`src/rtl/div_pkg.sv`:
```
`timescale 1ns/1ps
package div_pkg;
  typedef enum logic {
    ST_IDLE = 1'b0,
    ST_RUN  = 1'b1
  } div_state_e;
endpackage

```
`src/rtl/div_hs_cell.sv`:
```
`timescale 1ns/1ps
// Half-subtractor with result select: y = sel ? (a-b) : a
module div_hs_cell (
  input  logic a,
  input  logic b,
  input  logic sel,
  output logic y,
  output logic bo
);
  logic diff;
  always_comb begin
    diff = a ^ b;
    bo   = ~a & b;
    y    = sel ? diff : a;
  end
endmodule

```
`src/rtl/div_fs_cell.sv`:
```
`timescale 1ns/1ps
// Full-subtractor with result select: y = sel ? (a-b-bi) : a
module div_fs_cell (
  input  logic a,
  input  logic b,
  input  logic bi,
  input  logic sel,
  output logic y,
  output logic bo
);
  logic diff;
  always_comb begin
    diff = a ^ b ^ bi;
    bo   = (~a & b) | (~(a ^ b) & bi);
    y    = sel ? diff : a;
  end
endmodule

```
`src/rtl/div_cell_row.sv`:
```
`timescale 1ns/1ps
// One iteration: subtract divisor from the (N+1)-bit window, keep difference
// when no borrow leaves the top cell.
module div_cell_row #(
  parameter int N = 4
) (
  input  logic [N:0]   win,
  input  logic [N-1:0] dvs,
  output logic [N:0]   rem_next,
  output logic         qbit
);
  logic [N+1:0] brw;

  assign brw[0] = 1'b0;
  assign qbit   = ~brw[N+1];

  generate
    for (genvar i = 0; i <= N; i++) begin : g_cell
      if (i == 0) begin : g_lo
        div_hs_cell u_c (.a(win[i]), .b(dvs[i]), .sel(qbit),
                         .y(rem_next[i]), .bo(brw[i+1]));
      end else if (i < N) begin : g_mid
        div_fs_cell u_c (.a(win[i]), .b(dvs[i]), .bi(brw[i]), .sel(qbit),
                         .y(rem_next[i]), .bo(brw[i+1]));
      end else begin : g_hi
        div_hs_cell u_c (.a(win[i]), .b(brw[i]), .sel(qbit),
                         .y(rem_next[i]), .bo(brw[i+1]));
      end
    end
  endgenerate
endmodule

```
`src/rtl/div_step_ctr.sv`:
```
`timescale 1ns/1ps
module div_step_ctr #(
  parameter int N  = 4,
  parameter int CW = 2
) (
  input  logic clk,
  input  logic rst_n,
  input  logic clr,
  input  logic en,
  output logic last
);
  logic [CW-1:0] cnt_q, cnt_d;

  always_comb begin
    cnt_d = cnt_q;
    if (clr)     cnt_d = '0;
    else if (en) cnt_d = cnt_q + 1'b1;
  end

  always_ff @(posedge clk or negedge rst_n) begin
    if (!rst_n)         cnt_q <= '0;
    else if (clr || en) cnt_q <= cnt_d;
  end

  assign last = (cnt_q == CW'(N-1));

  // step index never passes N-1 while iterating
  a_r3_cnt_range: assert property (@(posedge clk) disable iff (!rst_n)
    en |-> (cnt_q <= CW'(N-1)));
endmodule

```
`src/rtl/seq_divider.sv`:
```
`timescale 1ns/1ps
module seq_divider #(
  parameter  int N  = 4,
  localparam int DW = 2*N - 1,
  localparam int CW = (N > 1) ? $clog2(N) : 1
) (
  input  logic          clk,
  input  logic          rst_n,
  input  logic          start,
  input  logic [DW-1:0] dividend,
  input  logic [N-1:0]  divisor,
  output logic          busy,
  output logic          done,
  output logic          div_err,
  output logic [N-1:0]  quotient,
  output logic [N-1:0]  remainder
);
  import div_pkg::*;

  // reset: asserted asynchronously, released on a clock edge
  logic rs_meta, rst_sn;
  always_ff @(posedge clk or negedge rst_n) begin
    if (!rst_n) {rst_sn, rs_meta} <= 2'b00;
    else        {rst_sn, rs_meta} <= {rs_meta, 1'b1};
  end

  div_state_e    state_q, state_d;
  logic [2*N-1:0] acc_q, acc_d;
  logic [N-1:0]  dsr_q, dsr_d;
  logic          done_q, done_d, err_q, err_d;
  logic          run, accept, last;
  logic [N:0]    row_rem;
  logic          qbit;

  assign run    = (state_q == ST_RUN);
  assign accept = start && (state_q == ST_IDLE);

  div_cell_row #(.N(N)) u_row (
    .win(acc_q[2*N-1:N-1]), .dvs(dsr_q), .rem_next(row_rem), .qbit(qbit));

  div_step_ctr #(.N(N), .CW(CW)) u_ctr (
    .clk(clk), .rst_n(rst_sn), .clr(accept), .en(run), .last(last));

  always_comb begin
    state_d = state_q;
    acc_d   = acc_q;
    dsr_d   = dsr_q;
    err_d   = err_q;
    done_d  = 1'b0;
    if (accept) begin
      acc_d = {1'b0, dividend};
      dsr_d = divisor;
      err_d = (divisor == '0);
      if (divisor == '0) done_d  = 1'b1;
      else               state_d = ST_RUN;
    end else if (run) begin
      acc_d = {row_rem[N-1:0], acc_q[N-2:0], qbit};
      if (last) begin
        state_d = ST_IDLE;
        done_d  = 1'b1;
      end
    end
  end

  always_ff @(posedge clk or negedge rst_sn) begin
    if (!rst_sn) begin
      state_q <= ST_IDLE;
      done_q  <= 1'b0;
      err_q   <= 1'b0;
    end else begin
      state_q <= state_d;
      done_q  <= done_d;
      if (accept) err_q <= err_d;
    end
  end

  always_ff @(posedge clk or negedge rst_sn) begin
    if (!rst_sn) begin
      acc_q <= '0;
      dsr_q <= '0;
    end else begin
      if (accept || run) acc_q <= acc_d;
      if (accept)        dsr_q <= dsr_d;
    end
  end

  assign busy      = run;
  assign done      = done_q;
  assign div_err   = err_q;
  assign quotient  = acc_q[N-1:0];
  assign remainder = acc_q[2*N-1:N];

  // completion strobe lasts one cycle
  a_r4_done_pulse: assert property (@(posedge clk) disable iff (!rst_sn)
    done_q |=> !done_q);
  // leaving the run state always signals completion without error
  a_r3_fall_done: assert property (@(posedge clk) disable iff (!rst_sn)
    $fell(busy) |-> (done_q && !err_q));
  // selected row result never needs the window's extra bit
  a_r5_row_top_zero: assert property (@(posedge clk) disable iff (!rst_sn)
    (run && dsr_q[N-1]) |-> (row_rem[N] == 1'b0));
  // final remainder below divisor
  a_r5_rem_lt_div: assert property (@(posedge clk) disable iff (!rst_sn)
    (done_q && !err_q && dsr_q[N-1]) |-> (remainder < dsr_q));
  // divisor held while a request arrives mid-run
  a_r6_no_reload: assert property (@(posedge clk) disable iff (!rst_sn)
    (run && start) |=> (dsr_q == $past(dsr_q)));
  // zero divisor completes next cycle with error, no iterations
  a_r7_zero_div: assert property (@(posedge clk) disable iff (!rst_sn)
    (accept && divisor == '0) |=> (done_q && err_q && !run));
endmodule

```
`config.mk`:
```
export PLATFORM = sky130hd
export DESIGN_NAME = seq_divider
export DESIGN_NICKNAME = d
export VERILOG_FILES = /design/src/rtl/div_pkg.sv /design/src/rtl/div_hs_cell.sv /design/src/rtl/div_fs_cell.sv /design/src/rtl/div_cell_row.sv /design/src/rtl/div_step_ctr.sv /design/src/rtl/seq_divider.sv
export SDC_FILE = /design/constraint.sdc
export NUM_CORES = 1
export LEC_CHECK = 0
export ABC_AREA = 1
export CAP_MARGIN = 40
export CELL_PAD_IN_SITES_DETAIL_PLACEMENT = 1
export CELL_PAD_IN_SITES_GLOBAL_PLACEMENT = 1
export CORE_AREA = 4 4 62 64
export CTS_CLUSTER_DIAMETER = 200
export DETAILED_ROUTE_END_ITERATION = 6
export DIE_AREA = 0 0 66 68
export GPL_TIMING_DRIVEN = 1
export MAX_ROUTING_LAYER = met4
export PLACE_DENSITY = 0.64
export REMOVE_ABC_BUFFERS = 1
export SLEW_MARGIN = 20
export SYNTH_ARGS = -nofsm -noshare
export SYNTH_HDL_FRONTEND = slang
export SYNTH_SLANG_ARGS = --single-unit
```
`constraint.sdc`:
```
create_clock -name clk -period 1.9 [get_ports clk]
set_input_delay 0.38 -clock clk [delete_from_list [all_inputs] [get_ports clk]]
set_output_delay 0.38 -clock clk [all_outputs]
set_load 0.1 [all_outputs]
```
==> results.json, run 1 <==
{
  "cts-root-buf": "clkbuf_4",
  "yosysTopAreaCell": "dfrtp_1",
  "yosysTopAreaCellShare_pct": 50.1,
  "synth_area_per_cell_um2": 8.40,
  "clk_pin_slew_ps": 110,
  "antenna_found_initial": 0,
  "ys_async_sr_fraction_pct": 100,
  "clock_latency_ps": 300,
  "die_x_um": 66,
  "drv_cap": 0,
  "numCtsBuffers": 3,
  "synth_area_leaders": "dfrtp_1, nand2_1, nand3_1",
  "rsz0062_at_grt": "yes",
  "worstPathMaxFanout": 2,
  "post_dp_cell_area_um2": 1360,
  "synth_cells": 113,
  "synth_edf_count": 0,
  "cp_data_arrival_time_ps": 2290,
  "status": "finished with violations",
  "setup_viol": 5,
  "synthTopCellsByCount": "nand2_1, dfrtp_1, nand3_1",
  "die_area_um2": 4490,
  "fillers": 398,
  "fin_crit_ps": 2090,
  "cts.sinks": 19,
  "synth-seq-cells": 19,
  "antenna_left": 0,
  "syn_area_um2": 950,
  "nets": 164,
  "finalCritPeriodShare_pct": 110,
  "max_freq_ghz": 0.479,
  "cts_tree": "built",
  "ys_seq_area_share_pct": 50.1,
  "drive_gt1_share_pct": 23.6,
  "dr.first_iter.drc_count": 12,
  "fp.coreArea_um2": 3280,
  "failed_checks": "setup timing",
  "die_h_um": 68,
  "worst_setup_path_end_kind": "flop",
  "initial_core_util_pct": 28.9,
  "synth_most_common_cell": "nand2_1",
  "wl_per_cell_um": 12.7,
  "r2r_cells": 7,
  "num_vias": 820,
  "num_rows": 21,
  "setup_ws_ps": -190,
  "fin_area_um2": 1420,
  "grt_overflow_total": 0,
  "clockBufferDepth": 2,
  "grt_pass1_vias": 972,
  "vias_per_cell": 4.32,
  "cp.required_ps": 2100,
  "wl_mm": 2.42,
  "grt_start_max_net_pins": 18,
  "dp_hpwl_mm": 1.94,
  "final-hold-violation-count": 0,
  "finalClockSkew_ps": 4.43,
  "hp-class": "in2async",
  "grt_pass1_wl_mm": 4.44,
  "slew_viol_final": 0,
  "ys_types": 16,
  "regArea_um2": 475,
  "gp_congestion": 0.910,
  "htree_levels": 1,
  "synth_warnings": 0,
  "start_kind": "flop",
  "numPortBuffers": 24,
  "num_antenna_cells": 0,
  "drcViolationCount": 0,
  "tightest_slew_ps": 703,
  "slew_headroom_pct": 53.2,
  "multi_input_area_um2": 417,
  "synth-main-ff-cell": "dfrtp_1",
  "crit_type": "reg2reg",
  "cts_hold_buf": 0,
  "dr.pass1.iters": 3,
  "area_growth_pct": 49.9,
  "ios": 25,
  "track_usage_pct": 13.2
}
-- routing by layer --
metal | routed length, µm | track usage (%)
met3 | 98 | 2.63
met5 | 0 | -
met4 | 16 | 4.06
met2 | 1250 | 22.7
met1 | 1050 | 15.8
-- layout by cell type (no fill, tap or decap), drive strengths merged --
| cell | count |
|---|---|
| nand2 | 49 |
| buf | 20 |
| dfrtp | 19 |
| nand3 | 16 |
| clkdlybuf4s50 | 13 |
| inv | 10 |
| nor2 | 4 |
| fa | 3 |
| clkbuf | 3 |
| o21ai | 2 |
| ha | 2 |
| and2 | 1 |
| clkinv | 1 |
| conb | 1 |
-- cell type report --
class	count	area share, %
Tap cell	46	4.04
Clock buffer	3	1.58
Clock inverter	1	0.351
Timing Repair Buffer	33	28.7
Sequential cell	19	33.4
Multi-Input combinational cell	78	29.3
Inverter	10	2.64
-- flip-flops by register name, indices dropped and copies added (netlist names) --
signal       cells
div_err          1
rst_sn           1
acc_q            8
done             1
rs_meta          1
dsr_q            4
u_ctr.cnt_q      2
busy             1
-- final timing paths --
| kind | startpoint | to | slack, ps |
|---|---|---|---|
| max | dsr_q[0] | acc_q[7] | -190 |
| min | rst_n | rs_meta | 230 |
| max reg2reg | dsr_q[0] | acc_q[7] | -190 |
| min reg2reg | rst_sn | acc_q[6] | 290 |
| max in group asynchronous | rst_sn | acc_q[7] | 1160 |
| min in group clk | rs_meta | rst_sn | 370 |
-- through the flow --
step	cells	hold slack [ps]	worst slack [ps]	TNS [ps]	util [%]
6_report	190	229	-190	-865	43.4
5_1_grt	190	203	-276	-1230	43.4
4_1_cts	190	218	-189	-808	43.4
3_5_place_dp	185	336	-402	-1900	41.5
3_3_place_gp	185	323	-298	-1360	41.5
2_1_floorplan	107	84.4	-1020	-5050	-
-- cell families (layout without fill, tap and decap cells) --
group           count (synthesis)  after routing  synth area share [%]
fa+ha+maj                       5              5                  8.96
other cells                     1              1                 0.395
buf+inv                        16             47                  8.43
compound gates                  2              2                  1.05
flops                          19             19                  50.1
simple gates                   70             70                  31.1
-- repair_timing --
item	4_1_cts	5_1_grt
buffers inserted	1	0
pin swaps	0	0
endpoints found under the setup margin	5	5
resized for setup	8	0
-- worst max-delay path, cell delays in order, from the launching register on --
cell and delay [ps]:
dfrtp_1 430, ha_4 170, fa_2 330, fa_2 350, fa_2 530, nand2_1 60
nand3_1 70, nand2_1 50
Power of run 1 is not shown: default switching activity piles up to over one toggle a cycle in this logic, so the estimate is an artifact.
==> inputs of run 2 (changes only) <==
--- a/config.mk
+++ b/config.mk
@@ -9,13 +9,13 @@
 export CAP_MARGIN = 40
 export CELL_PAD_IN_SITES_DETAIL_PLACEMENT = 1
 export CELL_PAD_IN_SITES_GLOBAL_PLACEMENT = 1
-export CORE_AREA = 4 4 62 64
+export CORE_AREA = 4 4 56 58
 export CTS_CLUSTER_DIAMETER = 200
 export DETAILED_ROUTE_END_ITERATION = 6
-export DIE_AREA = 0 0 66 68
+export DIE_AREA = 0 0 60 62
 export GPL_TIMING_DRIVEN = 1
 export MAX_ROUTING_LAYER = met4
-export PLACE_DENSITY = 0.64
+export PLACE_DENSITY = 0.77
 export REMOVE_ABC_BUFFERS = 1
 export SLEW_MARGIN = 20
 export SYNTH_ARGS = -nofsm -noshare
==> results.json, run 2 (same netlist as run 1, synthesis figures left out) <==
{
  "cts.sinks": 19,
  "worstPathMaxFanout": 2,
  "cp_data_arrival_time_ps": 2320,
  "clock_latency_ps": 300,
  "cts_tree": "built",
  "die_x_um": 60,
  "cts-root-buf": "clkbuf_4",
  "nets": 165,
  "grt_pass1_wl_mm": 4.04,
  "vias_per_cell": 4.75,
  "cp.required_ps": 2100,
  "numCtsBuffers": 3,
  "clockBufferDepth": 2,
  "final-hold-violation-count": 0,
  "clk_pin_slew_ps": 110,
  "gp_congestion": 0.804,
  "setup_viol": 5,
  "setup_ws_ps": -221,
  "dr.first_iter.drc_count": 6,
  "cts_hold_buf": 0,
  "slew_viol_final": 0,
  "reg2reg_slack_ps": -220,
  "final_cell_mix": "nand2_1, dfrtp_1, clkdlybuf4s50_1",
  "r2r_cells": 7,
  "largest_reg_flops": 8,
  "drv_cap": 0,
  "critPathMaxStageDelay_ps": 550,
  "dp_hpwl_mm": 1.86,
  "drcViolationCount": 0,
  "numPortBuffers": 24,
  "worstReg2RegStart": "dsr_q[0]",
  "grt_start_max_net_pins": 18,
  "rsz0062_at_grt": "yes",
  "die_h_um": 62,
  "wl_mm": 2.58,
  "dr.pass1.iters": 4,
  "cp_slowest_cell": "fa_2",
  "crit_chain": "ha_4 > fa_2 > fa_2 > fa_2 > nand2_2 > nand3_2 > nand2_1",
  "ios": 25,
  "track_usage_pct": 15.4,
  "htree_levels": 1,
  "start_kind": "flop",
  "drive_gt1_share_pct": 29.7,
  "post_dp_cell_area_um2": 1330,
  "antenna_left": 0,
  "die_area_um2": 3720,
  "fillers": 310,
  "final_common_cell": "nand2_1",
  "r2r_end": "acc_q[7]",
  "area_growth_pct": 53.0,
  "cpMostUsedCell": "fa_2",
  "grt_overflow_total": 0,
  "initial_core_util_pct": 35.7,
  "finalCritPeriodShare_pct": 112,
  "status": "finished with violations",
  "num_vias": 836,
  "fin_crit_ps": 2120,
  "largestRegisters": "acc_q x8, dsr_q x4, u_ctr.cnt_q x2",
  "failed_checks": "setup timing",
  "finalClockSkew_ps": 4.09,
  "num_antenna_cells": 0,
  "worst_setup_path_end_kind": "flop",
  "wl_per_cell_um": 14.7,
  "antenna_found_initial": 0,
  "crit_type": "reg2reg",
  "finalSetupTns_ps": -1040,
  "max_freq_ghz": 0.472,
  "slew_headroom_pct": 54.3,
  "tightest_slew_ps": 685,
  "num_rows": 19,
  "fp.coreArea_um2": 2660,
  "top_register": "acc_q",
  "hp-class": "in2async",
  "grt_pass1_vias": 903,
  "fin_area_um2": 1450
}
[run 2: changes by cell type in the layout (fill, tap and decap cells not counted)]
| cell | before | now |
|---|---|---|
| nand2_4 | 0 | 1 |
| nand3_1 | 16 | 10 |
| nand2_1 | 48 | 46 |
| nand3_2 | 0 | 6 |
| nand2_2 | 1 | 2 |
| buf_4 | 9 | 10 |
[run 2: stage by stage]
stage	worst slack (ps)	hold WS, ps	util (%)	cells
2_1_floorplan	-1020	84.4	-	107
3_3_place_gp	-318	307	49.9	168
3_5_place_dp	-458	317	49.9	168
4_1_cts	-265	221	52.8	173
5_1_grt	-313	199	54.6	176
6_report	-221	226	54.6	176
[run 2: per-layer routing]
metal | vias up | share of wire [%] | track usage (%)
met2 | 20 | 55 | 27.3
met4 | 0 | 1.1 | 1.90
met3 | 2 | 4.7 | 4.34
met5 | - | 0 | -
met1 | 408 | 39 | 17.8
li1 | 406 | - | -
[run 2: critical path: cells and delay by family, from the launching register on]
| family | cells | cell delay, ps |
|---|---|---|
| fa+ha+maj | 4 | 1410 |
| flops | 1 | 430 |
| simple gates | 3 | 180 |
[run 2: worst max-delay path by stage]
stage | from | endpoint | slack (ps)
floorplan | acc_q[3] | acc_q[4] | -1020
global placement | acc_q[3] | acc_q[7] | -320
detailed placement | acc_q[3] | acc_q[4] | -460
CTS | dsr_q[0] | acc_q[7] | -270
global route | acc_q[3] | acc_q[7] | -310
finish | dsr_q[0] | acc_q[7] | -220
[run 2: cell type report]
cell class | count | area [µm²] | share of cell area (%)
tap | 31 | 38.8 | 2.67
clock inverter | 1 | 5.00 | 0.345
multi-input combinational | 78 | 457 | 31.4
clock buffer | 3 | 22.5 | 1.55
sequential | 19 | 475 | 32.7
inverter | 10 | 37.5 | 2.58
timing repair buffer | 34 | 417 | 28.7
[run 2: repair_timing]
| action | in CTS | in global routing |
|---|---|---|
| gates resized for setup | 11 | 6 |
| setup buffers | 1 | 3 |
| pin swaps | 3 | 2 |
| endpoints found under the setup margin | 5 | 5 |
Power of run 2 is left out for the same reason.
